===== config.mk =====
export PLATFORM = sky130hd
export DESIGN_NAME = dma_loop_engine
export DESIGN_NICKNAME = d
export VERILOG_FILES = /design/src/rtl/dle_pkg.sv /design/src/rtl/dle_minor_decode.sv /design/src/rtl/dle_iter_decode.sv /design/src/rtl/dle_update.sv /design/src/rtl/dma_loop_engine.sv
export SDC_FILE = /design/constraint.sdc
export NUM_CORES = 1
export LEC_CHECK = 0
export ABC_AREA = 1
export BUFFER_PORTS_ARGS = -buffer_cell sky130_fd_sc_hd__buf_2
export CORE_UTILIZATION = 45
export CTS_CLUSTER_DIAMETER = 60
export DETAILED_ROUTE_END_ITERATION = 10
export PLACE_DENSITY = 0.66
export SETUP_SLACK_MARGIN = 0.15
export SLEW_MARGIN = 20
export SYNTH_ARGS = -nofsm -noshare
export SYNTH_HDL_FRONTEND = slang
export SYNTH_SLANG_ARGS = --single-unit

===== constraint.sdc =====
create_clock -name clk -period 4.2 [get_ports clk]
set_input_delay 0.63 -clock clk [delete_from_list [all_inputs] [get_ports clk]]
set_output_delay 0.63 -clock clk [all_outputs]
set_load 0.005 [all_outputs]

===== src/rtl/dle_pkg.sv =====
package dle_pkg;
  typedef enum logic [1:0] {
    ST_IDLE = 2'd0,
    ST_RD   = 2'd1,
    ST_WR   = 2'd2,
    ST_UPD  = 2'd3
  } dle_state_t;
endpackage


===== src/rtl/dle_minor_decode.sv =====
module dle_minor_decode #(
  parameter int AW   = 32,
  parameter int MW   = 32,
  parameter int OFFW = 20,
  parameter int SCW  = 10,
  localparam int CNTW = MW + 1
) (
  input  logic [MW-1:0]   minor,
  output logic            soff_en,
  output logic            doff_en,
  output logic [AW-1:0]   offset,
  output logic [CNTW-1:0] count
);
  localparam int FLDW = OFFW + SCW;

  logic            any_off;
  logic [CNTW-1:0] raw;

  always_comb begin
    soff_en = minor[MW-1];
    doff_en = minor[MW-2];
    any_off = soff_en | doff_en;
    offset  = {{(AW-OFFW){minor[FLDW-1]}}, minor[FLDW-1:SCW]};
    raw     = any_off ? {{(CNTW-SCW){1'b0}}, minor[SCW-1:0]} : {1'b0, minor};
    if (raw == '0)
      count = any_off ? (CNTW'(1) << SCW) : (CNTW'(1) << MW);
    else
      count = raw;
  end
endmodule


===== src/rtl/dle_iter_decode.sv =====
module dle_iter_decode #(
  parameter int ITW  = 16,
  parameter int LCHW = 6,
  localparam int LONGW  = ITW - 1,
  localparam int SHORTW = ITW - 1 - LCHW
) (
  input  logic [ITW-1:0]   iter,
  output logic             elink,
  output logic [LCHW-1:0]  lch,
  output logic [LONGW-1:0] cnt
);
  always_comb begin
    elink = iter[ITW-1];
    lch   = iter[ITW-2 -: LCHW];
    cnt   = elink ? {{LCHW{1'b0}}, iter[SHORTW-1:0]} : iter[LONGW-1:0];
  end
endmodule


===== src/rtl/dle_update.sv =====
module dle_update #(
  parameter int AW   = 32,
  parameter int ITW  = 16,
  parameter int LCHW = 6,
  localparam int LONGW  = ITW - 1,
  localparam int SHORTW = ITW - 1 - LCHW
) (
  input  logic [AW-1:0]   sa,
  input  logic [AW-1:0]   da,
  input  logic            soff_en,
  input  logic            doff_en,
  input  logic [AW-1:0]   offset,
  input  logic [AW-1:0]   slast,
  input  logic [ITW-1:0]  citer,
  input  logic [ITW-1:0]  biter,
  input  logic            mlink_en,
  input  logic [LCHW-1:0] mlink_ch,
  output logic [AW-1:0]   sa_n,
  output logic [AW-1:0]   da_n,
  output logic [ITW-1:0]  citer_n,
  output logic            major_done,
  output logic            link_n,
  output logic [LCHW-1:0] link_ch_n
);
  logic             elink;
  logic [LCHW-1:0]  lch;
  logic [LONGW-1:0] cnt, dec;

  dle_iter_decode #(.ITW(ITW), .LCHW(LCHW)) u_cur (
    .iter(citer), .elink(elink), .lch(lch), .cnt(cnt)
  );

  always_comb begin
    major_done = (cnt <= LONGW'(1));
    dec        = cnt - LONGW'(1);
    sa_n = sa + (soff_en ? offset : '0) + (major_done ? slast : '0);
    da_n = da + (doff_en ? offset : '0);
    if (major_done)
      citer_n = biter;
    else if (elink)
      citer_n = {1'b1, lch, dec[SHORTW-1:0]};
    else
      citer_n = {1'b0, dec};
    if (major_done) begin
      link_n    = mlink_en;
      link_ch_n = mlink_ch;
    end else begin
      link_n    = elink;
      link_ch_n = lch;
    end
  end
endmodule


===== src/rtl/dma_loop_engine.sv =====
module dma_loop_engine
  import dle_pkg::*;
#(
  parameter int AW   = 32,
  parameter int DW   = 8,
  parameter int MW   = 32,
  parameter int OFFW = 20,
  parameter int SCW  = 10,
  parameter int ITW  = 16,
  parameter int LCHW = 6
) (
  input  logic            clk,
  input  logic            rst,
  input  logic            start,
  input  logic            err_clr,
  input  logic [AW-1:0]   d_saddr,
  input  logic [AW-1:0]   d_daddr,
  input  logic [MW-1:0]   d_minor,
  input  logic [AW-1:0]   d_slast,
  input  logic [ITW-1:0]  d_citer,
  input  logic [ITW-1:0]  d_biter,
  input  logic            d_mlink_en,
  input  logic [LCHW-1:0] d_mlink_ch,
  output logic            rd_valid,
  input  logic            rd_ready,
  output logic [AW-1:0]   rd_addr,
  input  logic [DW-1:0]   rd_rdata,
  output logic            wr_valid,
  input  logic            wr_ready,
  output logic [AW-1:0]   wr_addr,
  output logic [DW-1:0]   wr_data,
  output logic            busy,
  output logic            wb_valid,
  output logic [AW-1:0]   wb_saddr,
  output logic [AW-1:0]   wb_daddr,
  output logic [ITW-1:0]  wb_citer,
  output logic            link_req,
  output logic [LCHW-1:0] link_ch,
  output logic            done,
  output logic            cfg_err
);
  localparam int CNTW = MW + 1;

  dle_state_t      state;
  logic [AW-1:0]   sa_q, da_q, off_q, slast_q;
  logic [CNTW-1:0] cnt_q;
  logic            soff_q, doff_q, mlen_q;
  logic [ITW-1:0]  citer_q, biter_q;
  logic [LCHW-1:0] mlch_q;
  logic [DW-1:0]   byte_q;

  logic            dec_soff, dec_doff;
  logic [AW-1:0]   dec_off;
  logic [CNTW-1:0] dec_cnt;
  logic            bad_link;

  logic [AW-1:0]   sa_n, da_n;
  logic [ITW-1:0]  citer_n;
  logic            major_done, link_n;
  logic [LCHW-1:0] link_ch_n;

  dle_minor_decode #(.AW(AW), .MW(MW), .OFFW(OFFW), .SCW(SCW)) u_minor (
    .minor(d_minor), .soff_en(dec_soff), .doff_en(dec_doff),
    .offset(dec_off), .count(dec_cnt)
  );

  dle_update #(.AW(AW), .ITW(ITW), .LCHW(LCHW)) u_upd (
    .sa(sa_q), .da(da_q), .soff_en(soff_q), .doff_en(doff_q),
    .offset(off_q), .slast(slast_q), .citer(citer_q), .biter(biter_q),
    .mlink_en(mlen_q), .mlink_ch(mlch_q),
    .sa_n(sa_n), .da_n(da_n), .citer_n(citer_n),
    .major_done(major_done), .link_n(link_n), .link_ch_n(link_ch_n)
  );

  assign bad_link = d_citer[ITW-1] ^ d_biter[ITW-1];

  assign busy     = (state != ST_IDLE);
  assign rd_valid = (state == ST_RD);
  assign wr_valid = (state == ST_WR);
  assign rd_addr  = sa_q;
  assign wr_addr  = da_q;
  assign wr_data  = byte_q;

  always_ff @(posedge clk) begin
    if (rst) begin
      state    <= ST_IDLE;
      sa_q     <= '0;
      da_q     <= '0;
      off_q    <= '0;
      slast_q  <= '0;
      cnt_q    <= '0;
      soff_q   <= 1'b0;
      doff_q   <= 1'b0;
      mlen_q   <= 1'b0;
      mlch_q   <= '0;
      citer_q  <= '0;
      biter_q  <= '0;
      byte_q   <= '0;
      wb_valid <= 1'b0;
      wb_saddr <= '0;
      wb_daddr <= '0;
      wb_citer <= '0;
      link_req <= 1'b0;
      link_ch  <= '0;
      done     <= 1'b0;
      cfg_err  <= 1'b0;
    end else begin
      wb_valid <= 1'b0;
      link_req <= 1'b0;
      done     <= 1'b0;
      if (err_clr) cfg_err <= 1'b0;
      unique case (state)
        ST_IDLE: begin
          if (start) begin
            if (bad_link) begin
              cfg_err <= 1'b1;
            end else begin
              sa_q    <= d_saddr;
              da_q    <= d_daddr;
              off_q   <= dec_off;
              cnt_q   <= dec_cnt;
              soff_q  <= dec_soff;
              doff_q  <= dec_doff;
              slast_q <= d_slast;
              citer_q <= d_citer;
              biter_q <= d_biter;
              mlen_q  <= d_mlink_en;
              mlch_q  <= d_mlink_ch;
              state   <= ST_RD;
            end
          end
        end
        ST_RD: begin
          if (rd_ready) begin
            byte_q <= rd_rdata;
            state  <= ST_WR;
          end
        end
        ST_WR: begin
          if (wr_ready) begin
            sa_q  <= sa_q + AW'(1);
            da_q  <= da_q + AW'(1);
            cnt_q <= cnt_q - CNTW'(1);
            state <= (cnt_q == CNTW'(1)) ? ST_UPD : ST_RD;
          end
        end
        ST_UPD: begin
          wb_valid <= 1'b1;
          wb_saddr <= sa_n;
          wb_daddr <= da_n;
          wb_citer <= citer_n;
          link_req <= link_n;
          link_ch  <= link_ch_n;
          done     <= major_done;
          state    <= ST_IDLE;
        end
        default: state <= ST_IDLE;
      endcase
    end
  end
endmodule


==> metrics.yaml, run 1 <==
setup-violations-final: 0
cts_buffers: 37
r2r-start: "citer_q[4]"
max_freq_ghz: 0.2744
peakVddDrop_v: 0.0003609
ctsResizeCount: 0
regArea_mm2: 0.005807
io_pins: 346
cts_tree: "done"
cts-root-buf: "clkbuf_16"
die_y_um: 210.7
grt_usage: 0.3252
cts.sinks: 290
hold_path_end: "wr_addr[0]"
r2r_setup_slack_ns: 0.56
final.setup_skew_ns: 0.03289
cp_max_fo: 30
place_area_mm2: 0.02178
p_clk_frac: 0.306
synth_top_cell_by_area: "dfxtp_1"
rows: 76
fin_cells: 4102
syn_to_final_growth_pct: 17.38
cp.arrival_ns: 4.10
period_minus_slack_ns: 3.644
seq_area_frac_synth: 0.2961
whs_path_depth: 3
worst_pin_slew_ns: 0.9964
hold_viol_final: 0
powerDensity_mw_per_mm2: 456.2
synth_enable_flop_cells: 0
die_w_um: 210.7
final_area_mm2: 0.02301
cts_hold_buffers: 0
slew_headroom: 0.3358
post_cts_buffers: 0
wl_per_cell_um: 17.97
drt_iter0_markers: 1989
sw_frac_of_total: 0.4085
worst-setup-path-type: "reg -> reg"
firstDrtPassIters: 5
hpwlAfterDp_mm: 56.94
p_int_uw: 6209
antenna_found_initial: 2
worstReg2RegEnd: "wb_saddr[30]"
drc: 0
yosysWarnings: 0
synth_top_area_share: 0.2961
ys_ff_latch: 290
dpl.cell_count: 4034
clk_path_buf_depth: 3
rsz0062_at_grt: "false"
finalPower_uw: 10500
finalNetCount: 3769
insertion_delay_ns: 0.58
overflow: 0
coreArea_mm2: 0.04298
power.switching_uw: 4289
status: "completed"
portBuffers: 345
postRouteAntennaNets: 0
syn-cell-area_mm2: 0.01961
hold_path_class: "in -> reg"
yosys.cell_types.count: 44
required_ns: 4.66
grt_pass1_wl_mm: 112.3
initial_utilization: 0.4562
post-route-period-util: 0.8676
die-area_mm2: 0.04441
fill_cells: 4502
clk_pin_slew_ns: 0.06
p_comb_frac: 0.340
final.setup.tns_ns: 0
vias: 21780
endpoint_kind: "register"
htreeDepth: 2
routabilityCongestion: 0.9547
avgSynthCellArea_um2: 6.116
r2r_cells: 20
p_seq_frac: 0.354
synth.area.top_cells: "dfxtp_1 30%, nand2_1 17%, nor2_1 8.5%, inv_1 7.5%, a21oi_1 6.8%"
cpMostUsedCell: "nand2_1"
async_reset_ff_frac: 0
routed_wl_mm: 73.70
critPathMaxStageDelay_ns: 0.44
leakagePower_uw: 0.01166
crit_chain: "nor2_1, nand2_1, nor2_2, nand3_1, nand2_1, inv_2, buf_4, nor2_1, fa_1, ha_1, a21oi_1, o21bai_1, a21oi_1, nand2_1, nand2_1, nand2_1, nand2_1, nand3_1, nand2_1, inv_1"
grt_max_degree: 89
yosys_most_used_dff: "dfxtp_1"
drv_slew: 0
start_kind: "register"
layout-drive-gt1-share: 0.1312
synth_nets: 3487
vias_per_cell: 5.311
hp-start: "d_daddr[0]"
cpMaxStageDelayCell: "fa_1"
maxCapViolCount: 0
multi_input_area_mm2: 0.01177
netlist_instances: 3206
grt_pass1_vias: 19980
logic make-up (layout without fill, tap and decap cells):
family	count (synthesis)	in the layout	synth area share
AND/OR/NAND/NOR	1664	1664	0.3471
AO/OA/AOI/OAI	576	576	0.1549
buffers and inverters	529	838	0.1044
flip-flops	290	290	0.2961
adder cells (fa/ha/maj)	100	100	0.07645
XOR/XNOR	47	47	0.02100
other	0	2	0
worst max path at each step:
stage / start / end / slack (ns)
CTS: citer_q[4] / wb_saddr[21] / 0.46
finish: citer_q[4] / wb_saddr[30] / 0.56
global route: citer_q[4] / wb_saddr[27] / 0.19
floorplan: citer_q[15] / wb_saddr[13] / 0.70
global placement: citer_q[2] / wb_saddr[21] / 0.53
detailed placement: citer_q[4] / wb_saddr[21] / 0.48
routing by layer:
layer	GRT usage	vias to the layer above	routed length, um
li1	-	10810	-
met1	0.4700	10010	34690
met2	0.4958	863	31270
met3	0.04416	103	5648
met4	0.1072	0	2094
met5	0	-	0
critical path, delay by kind of cell (launching register included):
kind                     cells  cell delay, ns
AO/OA/AOI/OAI                3            0.58
adder cells (fa/ha/maj)      2            0.85
AND/OR/NAND/NOR             12            1.44
flip-flops                   1            0.33
buffers and inverters        3            0.31
per-stage QoR:
| step | hold WS, ns | worst slack (ns) | utilization |
|---|---|---|---|
| 6_report | 0.2885 | 0.5563 | 0.5354 |
| 5_1_grt | 0.3172 | 0.1870 | 0.5354 |
| 4_1_cts | 0.2699 | 0.4582 | 0.5352 |
| 3_5_place_dp | 0.4421 | 0.4844 | 0.5068 |
| 3_3_place_gp | 0.4391 | 0.5276 | 0.5068 |
| 2_1_floorplan | 0.4238 | 0.7006 | - |
synth_stat cells (6+ instances only):
master / instances
xnor2_1: 9
nand2_1: 901
nor3_1: 33
dfxtp_1: 290
inv_2: 6
ha_1: 67
nand3b_1: 19
o21ai_0: 240
nor2_1: 442
fa_1: 33
nand4_1: 34
inv_1: 394
nand3_1: 198
a21oi_1: 265
o21bai_1: 8
and2_1: 8
a31oi_1: 21
clkbuf_1: 84
xor2_1: 38
o211ai_1: 17
buf_2: 34
o22ai_1: 6
or2_2: 16
flip-flops by register name, summed over array words and instances (netlist names), 16 cells and up:
signal    cells
wb_saddr     32
wb_daddr     32
slast_q      32
rd_addr      32
cnt_q        33
biter_q      16
wb_citer     16
wr_addr      32
off_q        20
citer_q      16
power by group through the flow:
stage / sequential, uW / clock, uW / combinational, uW
finish: 3720 / 3210 / 3560
global route: 3760 / 3360 / 3980
CTS: 3700 / 3260 / 3520
detailed placement: 3760 / 0 / 3500
global placement: 3750 / 0 / 3460
floorplan: 3540 / 0 / 2370
cell type report:
class	count	share of cell area
inverters	402	0.06568
repair buffers	370	0.08547
multi-input cells	2387	0.5114
diodes	2	0.0002175
clock buffers	50	0.04453
well taps	585	0.03181
flip-flops and latches	290	0.2523
clock inverters	16	0.008590
cell usage in the layout (no fill, tap or decap), drive strengths merged, types with 19 or more instances in the layout:
| cell type | instances |
|---|---|
| a21oi | 265 |
| a31oi | 21 |
| buf | 370 |
| clkbuf | 50 |
| dfxtp | 290 |
| fa | 33 |
| ha | 67 |
| inv | 405 |
| nand2 | 901 |
| nand3 | 199 |
| nand3b | 19 |
| nand4 | 34 |
| nor2 | 445 |
| nor3 | 33 |
| o21ai | 240 |
| xor2 | 38 |
Power figures use the tool's default switching activity.
==> run 2, diff against run 1 <==
- ABC_AREA: 1 -> default
- PLACE_DENSITY: 0.66 -> 0.69
==> run 2 against run 1 <==
Synthesized cell count down 31%. Sequential cell count stayed put. Die area down 14%. Synthesized area fell by 14%. Largest power group unchanged. Largest cell class unchanged. Global-route usage shrank 1.4 points. Combinational power is 24% lower. Non-clock buffer count rose by 42. Clock-buffer cell count fell by 1.
==> metrics.yaml, run 2 <==
status: "completed"  # unchanged
drc: 0  # unchanged
vias: 17840  # was 21780
synth.area.top_cells: "dfxtp_1 35%, a21oi_1 9.3%, nand2_1 9.1%, ha_1 5.0%, fa_1 3.9%"  # was dfxtp_1 30%, nand2_1 17%, nor2_1 8.5%, inv_1 7.5%, a21oi_1 6.8%
cp.arrival_ns: 4.36  # was 4.10 ns
rsz0062_at_grt: "true"  # was false
cts_buffers: 36  # was 37
use_met2: 0.5066  # was 0.4958
cts.sinks: 290  # unchanged
synth_top_cell_by_area: "dfxtp_1"  # unchanged
max_freq_ghz: 0.2520  # was 0.2744 GHz
grt_pass1_wl_mm: 93.68  # was 112.3 mm
p_clk_frac: 0.324  # was 0.306
power.switching_uw: 3339  # was 4289 uW
period_minus_slack_ns: 3.968  # was 3.644 ns
slew_headroom: 0.2658  # was 0.3358
drv_slew: 0  # unchanged
powerDensity_mw_per_mm2: 440.0  # was 456.2 mW/mm^2
start_kind: "register"  # unchanged
initial_utilization: 0.4582  # was 0.4562
cts-root-buf: "clkbuf_16"  # unchanged
rows: 70  # was 76
yosys.cell_types.count: 70  # was 44
largest_reg_flops: 33  # unchanged
synth_most_common_cell: "nand2_1"  # unchanged
die_w_um: 195.3  # was 210.7 um
yosysWarnings: 0  # unchanged
maxCapViolCount: 0  # unchanged
place_area_mm2: 0.01922  # was 0.02178 mm^2
insertion_delay_ns: 0.55  # was 0.58 ns
wl_per_cell_um: 20.17  # was 17.97 um
r2r_setup_slack_ns: 0.23  # was 0.56 ns
clk_pin_slew_ns: 0.06  # about the same
hold_viol_final: 0  # unchanged
p_comb_frac: 0.298  # was 0.340
overflow: 0  # unchanged
place_ws_ns: -0.04120  # was 0.4844 ns
synth_nets: 2495  # was 3487
grt_pass1_vias: 16910  # was 19980
synthTopCellsByCount: "406 x nand2_1, 311 x a21oi_1, 290 x dfxtp_1"  # was 901 x nand2_1, 442 x nor2_1, 394 x inv_1
portBuffers: 345  # unchanged
worst-setup-path-type: "reg -> reg"  # unchanged
met1_usage: 0.4002  # was 0.4700
setup-violations-final: 0  # unchanged
critPathMaxStageDelay_ns: 0.44  # about the same
firstDrtPassIters: 5  # unchanged
crit_chain: "nor4_4, o2111ai_2, a21oi_4, and2_4, fa_1, ha_4, fa_2, a211oi_2, o211ai_1, nand2_1, o21ai_4, a21o_1, a21o_1, a21oi_2, mux2i_1, a21oi_1"  # was nor2_1, nand2_1, nor2_2, nand3_1, nand2_1, inv_2, buf_4, nor2_1, fa_1, ha_1, a21oi_1, o21bai_1, a21oi_1, nand2_1, nand2_1, nand2_1, nand2_1, nand3_1, nand2_1, inv_1
post-route-period-util: 0.9448  # was 0.8676
cpMostUsedCell: "a21o_1"  # was nand2_1
multi_input_area_mm2: 0.01069  # was 0.01177 mm^2
io_pins: 346  # unchanged
yosys_most_used_dff: "dfxtp_1"  # unchanged
finalNetCount: 2810  # was 3769
leakagePower_uw: 0.008704  # was 0.01166 uW
coreArea_mm2: 0.03670  # was 0.04298 mm^2
layout-drive-gt1-share: 0.2150  # was 0.1312
die-area_mm2: 0.03814  # was 0.04441 mm^2
p_int_uw: 5751  # was 6209 uW
syn_to_final_growth_pct: 22.88  # was 17.38%
grt-busiest-layer: "met2"  # unchanged
syn-cell-area_mm2: 0.01681  # was 0.01961 mm^2
ys_ff_latch: 290  # unchanged
hold_path_class: "in -> reg"  # unchanged
final.setup_skew_ns: 0.02364  # was 0.03289 ns
fill_cells: 3469  # was 4502
final_common_cell: "nand2_1"  # unchanged
regArea_mm2: 0.005813  # was 0.005807 mm^2
antenna_found_initial: 3  # was 2
worst_pin_slew_ns: 1.097  # was 0.9964 ns
sw_frac_of_total: 0.3673  # was 0.4085
seq_area_frac_synth: 0.3453  # was 0.2961
routabilityCongestion: 0.9365  # was 0.9547
grt_util_met3: 0.05268  # was 0.04416
postRouteAntennaNets: 0  # unchanged
required_ns: 4.59  # was 4.66 ns
drt_iter0_markers: 1232  # was 1989
netlist_instances: 2214  # was 3206
clk_path_buf_depth: 3  # unchanged
die_y_um: 195.3  # was 210.7 um
cp_max_fo: 6  # was 30
htreeDepth: 2  # unchanged
setup_ws_ns: 0.2317  # was 0.5563 ns
vias_per_cell: 5.902  # was 5.311
top_register: "cnt_q"  # unchanged
cts_tree: "done"  # unchanged
cpMaxStageDelayCell: "fa_1"  # unchanged
endpoint_kind: "register"  # unchanged
peakVddDrop_v: 0.0003490  # was 0.0003609 V
grt_usage: 0.3115  # was 0.3252
most-common-layout-cells: "405 x nand2_1, 344 x buf_2, 304 x a21oi_1"  # was 900 x nand2_1, 440 x nor2_1, 393 x inv_1
grt_max_degree: 184  # was 89
hpwlAfterDp_mm: 43.95  # was 56.94 mm
p_seq_frac: 0.379  # was 0.354
async_reset_ff_frac: 0  # unchanged
avgSynthCellArea_um2: 7.595  # was 6.116 um^2
synth_enable_flop_cells: 0  # unchanged
routed_wl_mm: 60.96  # was 73.70 mm
final_area_mm2: 0.02066  # was 0.02301 mm^2
synth_top_area_share: 0.3453  # was 0.2961
## run 2: cell families (layout without fill, tap and decap cells)
kind of cell,after synthesis,in the layout,share of synthesized area
AOI/OAI and AO/OA,696,696,0.2484
xor gates and xnor gates,60,60,0.03125
adders and majority gates,100,100,0.08914
buffers and inverters,182,521,0.04063
DFF,290,290,0.3453
muxes,11,11,0.006548
other,0,1,0
and+or+nand+nor,875,875,0.2388
## run 2: final cells by class
| type | instances | share of cell area |
|---|---|---|
| clock buffer | 49 | 0.04790 |
| clock inverter | 13 | 0.004723 |
| inverter | 47 | 0.008538 |
| antenna | 1 | 0.0001211 |
| sequential | 290 | 0.2813 |
| timing repair buffer | 412 | 0.1117 |
| tap | 468 | 0.02834 |
| multi-input combinational | 1742 | 0.5173 |
## run 2: final timing paths
check,startpoint,endpoint,depth (start not counted)
worst max-delay path,citer_q[5],wb_saddr[23],16
worst min-delay path,d_mlink_en,mlen_q,3
worst max register to register,citer_q[5],wb_saddr[23],16
worst min register to register,wb_saddr[16],wb_saddr[16],2
## run 2: metrics by stage
step	utilization	TNS [ns]	instances	hold slack (ns)	power [uW]
2_1_floorplan	-	0	2214	0.4317	5039
4_1_cts	0.5557	0	3017	0.2943	9003
3_5_place_dp	0.5239	-0.04120	2951	0.4433	6044
6_report	0.5630	0	3022	0.3144	9091
5_1_grt	0.5630	0	3022	0.3068	9538
3_3_place_gp	0.5239	0	2951	0.4343	5994
## run 2: power by group through the flow
stage | clock network, uW | registers [uW] | logic [uW]
after floorplan | 0 | 3330 | 1710
after global placement | 0 | 3480 | 2510
after detailed placement | 0 | 3490 | 2550
after CTS | 2970 | 3430 | 2600
after global routing | 3090 | 3480 | 2970
final | 2940 | 3440 | 2710
## run 2: timing repair
item / 4_1_cts / 5_1_grt
pin swaps: 9 / 32
setup endpoints to repair: 6 / 18
setup buffers: 4 / 3
hold buffers: 0 / 0
gates resized for setup: 11 / 56
cloned: 0 / 1
## run 2: layer usage
metal	vias up	wire length (um)
met1	8446	25730
met4	2	2897
li1	8487	-
met5	-	13
met2	739	28080
met3	162	4234
## run 2: worst max-delay path: cells and delay by family (launching register included)
kind | cells | cell delay [ns]
DFF | 1 | 0.33
AOI/OAI and AO/OA | 9 | 1.60
adders and majority gates | 3 | 1.01
muxes | 1 | 0.19
and+or+nand+nor | 3 | 0.68
==> run 3, diff against run 2 <==
- clock period: 4.2 -> 3.75 ns (I/O delays scaled with it)
==> run 3 against run 2 <==
The run now ends with setup timing left. Largest power group unchanged. Critical path type unchanged. Global-route usage grew 0.11 points. Final cell count rose by 2.7%. Critical path depth rose by 2. Clock power grew 16%. Clock-buffer cell count is the same. Register-to-register slack worse by 0.41 ns. Power grew 17%. Die area unchanged.
==> metrics.yaml, run 3 (synthesis gave the netlist of run 2 again) <==
cp.arrival_ns: 4.38  # was 4.36 ns
grt_pass1_wl_mm: 95.05  # was 93.68 mm
required_ns: 4.20  # was 4.59 ns
finalNetCount: 2890  # was 2810
wl_per_cell_um: 19.84  # was 20.17 um
die-area_mm2: 0.03814  # unchanged
routed_wl_mm: 61.55  # was 60.96 mm
layout-drive-gt1-share: 0.2582  # was 0.2150
overflow: 0  # unchanged
drc: 0  # unchanged
finalPower_uw: 10620  # was 9091 uW
peakVddDrop_v: 0.0003618  # was 0.0003490 V
routabilityCongestion: 0.9189  # was 0.9365
maxCapViolCount: 0  # unchanged
htreeDepth: 2  # unchanged
cts.sinks: 290  # unchanged
largest_reg_flops: 33  # unchanged
start_kind: "register"  # unchanged
power.switching_uw: 3786  # was 3339 uW
finalHoldWorstSlack_ns: 0.2693  # was 0.3144 ns
cts-root-buf: "clkbuf_16"  # unchanged
max_freq_ghz: 0.2545  # was 0.2520 GHz
p_comb_frac: 0.321  # was 0.298
fin_cells: 3103  # was 3022
grt_pass1_vias: 17140  # was 16910
sw_frac_of_total: 0.3564  # was 0.3673
insertion_delay_ns: 0.55  # about the same
p_int_uw: 6837  # was 5751 uW
powerDensity_mw_per_mm2: 488.3  # was 440.0 mW/mm^2
worst_pin_slew_ns: 1.031  # was 1.097 ns
firstDrtPassIters: 7  # was 5
clk_path_buf_depth: 3  # unchanged
post-route-period-util: 1.048  # was 0.9448
top_register: "cnt_q"  # unchanged
most-common-layout-cells: "402 x nand2_1, 344 x buf_2, 296 x a21oi_1"  # was 405 x nand2_1, 344 x buf_2, 304 x a21oi_1
drv_slew: 0  # unchanged
final.setup_skew_ns: 0.02970  # was 0.02364 ns
die_w_um: 195.3  # unchanged
initial_utilization: 0.4582  # unchanged
clk_pin_slew_ns: 0.06  # about the same
slew_headroom: 0.3128  # was 0.2658
worst-setup-path-type: "reg -> reg"  # unchanged
violations: "setup timing"
setup_ws_ns: -0.1800  # was 0.2317 ns
drt_iter0_markers: 1313  # was 1232
vias: 18160  # was 17840
syn_to_final_growth_pct: 29.38  # was 22.88%
portBuffers: 345  # unchanged
coreArea_mm2: 0.03670  # unchanged
endpoint_kind: "register"  # unchanged
hold_path_class: "in -> reg"  # unchanged
antenna_found_initial: 1  # was 3
hold_viol_final: 0  # unchanged
status: "finished with violations"  # was completed
grt_usage: 0.3126  # was 0.3115
die_y_um: 195.3  # unchanged
postRouteAntennaNets: 0  # unchanged
final_common_cell: "nand2_1"  # unchanged
cts_hold_buffers: 0  # unchanged
p_seq_frac: 0.357  # was 0.379
vias_per_cell: 5.851  # was 5.902
cts_tree: "done"  # unchanged
rows: 70  # unchanged
io_pins: 346  # unchanged
setup-violations-final: 13  # was 0
p_clk_frac: 0.322  # was 0.324
period_minus_slack_ns: 3.930  # was 3.968 ns
cp_max_fo: 6  # unchanged
dpl.cell_count: 3012  # was 2951
grt_max_degree: 106  # was 184
cts_buffers: 35  # was 36
hpwlAfterDp_mm: 44.37  # was 43.95 mm
leakagePower_uw: 0.009217  # was 0.008704 uW
rsz0062_at_grt: "true"  # unchanged
## run 3: cell types whose count changed in the layout (fill, tap and decap cells not counted), sizes merged
cell	before	now
bufinv	0	2
buf	411	491
inv	47	46
clkinvlp	3	0
clkinv	10	12
clkbuf	50	51
## run 3: worst paths after layout
path	start	to	slack, ns	cells past startpoint
setup / recovery	citer_q[11]	wb_saddr[17]	-0.18	18
hold / removal	d_biter[9]	biter_q[9]	0.27	3
setup reg to reg	citer_q[11]	wb_saddr[17]	-0.18	18
hold reg to reg	wb_daddr[21]	wb_daddr[21]	0.45	2
## run 3: routing by layer
metal / vias to the layer above / GRT usage / share of wire / wire length, um
met3: 165 / 0.04611 / 0.074 / 4534
li1: 8638 / - / - / -
met4: 0 / 0.1397 / 0.045 / 2780
met5: - / 0 / 0 / 0
met2: 753 / 0.5159 / 0.47 / 28650
met1: 8599 / 0.4041 / 0.42 / 25590
## run 3: power groups by stage
stage               logic, uW  clock network [uW]  registers [uW]
floorplan                1940                   0            3730
global placement         3060                   0            3850
detailed placement       3100                   0            3860
CTS                      3230                3460            3790
global route             3720                3580            3830
finish                   3410                3420            3800
## run 3: timing repair
action / 4_1_cts / 5_1_grt
endpoints found under the hold margin: 0 / 0
buffers inserted: 17 / 10
resized for setup: 64 / 57
endpoints found under the setup margin: 23 / 31
pin swaps: 47 / 45
cloned: 0 / 1
## run 3: area by class of cell
cell class                 count  area, um^2
clock buffer                  49       999.7
antenna                        1       2.502
sequential                   290        5814
clock inverter                13       141.4
timing repair buffer         493        2997
inverter                      47       176.4
fill                        3375       14940
tap                          468       585.6
multi-input combinational   1742       11040
## run 3: critical path, stage by stage, from the launching register on
cell and delay [ns]:
dfxtp_2 0.34, nor2_4 0.11, nor4b_4 0.23, o2111ai_2 0.18, a21oi_4 0.25, and2_4 0.18, fa_1 0.45, ha_4 0.19
fa_2 0.39, a211oi_4 0.24, o211ai_1 0.15, nand2_1 0.16, o21ai_4 0.10, buf_4 0.16, a21o_1 0.16, a21oi_2 0.16
xnor2_1 0.14, nand2_1 0.09, a21oi_2 0.15
## run 3: metrics by stage
stage	setup TNS [ns]	setup WS, ns	utilization	cell area, um^2
after floorplan	-0.1434	-0.04545	-	16930
after global placement	-1.124	-0.1743	0.5385	19760
after detailed placement	-2.905	-0.3024	0.5385	19760
after CTS	-0.6772	-0.1437	0.5809	21320
after global routing	-4.561	-0.3602	0.5928	21750
final	-1.125	-0.1800	0.5928	21760
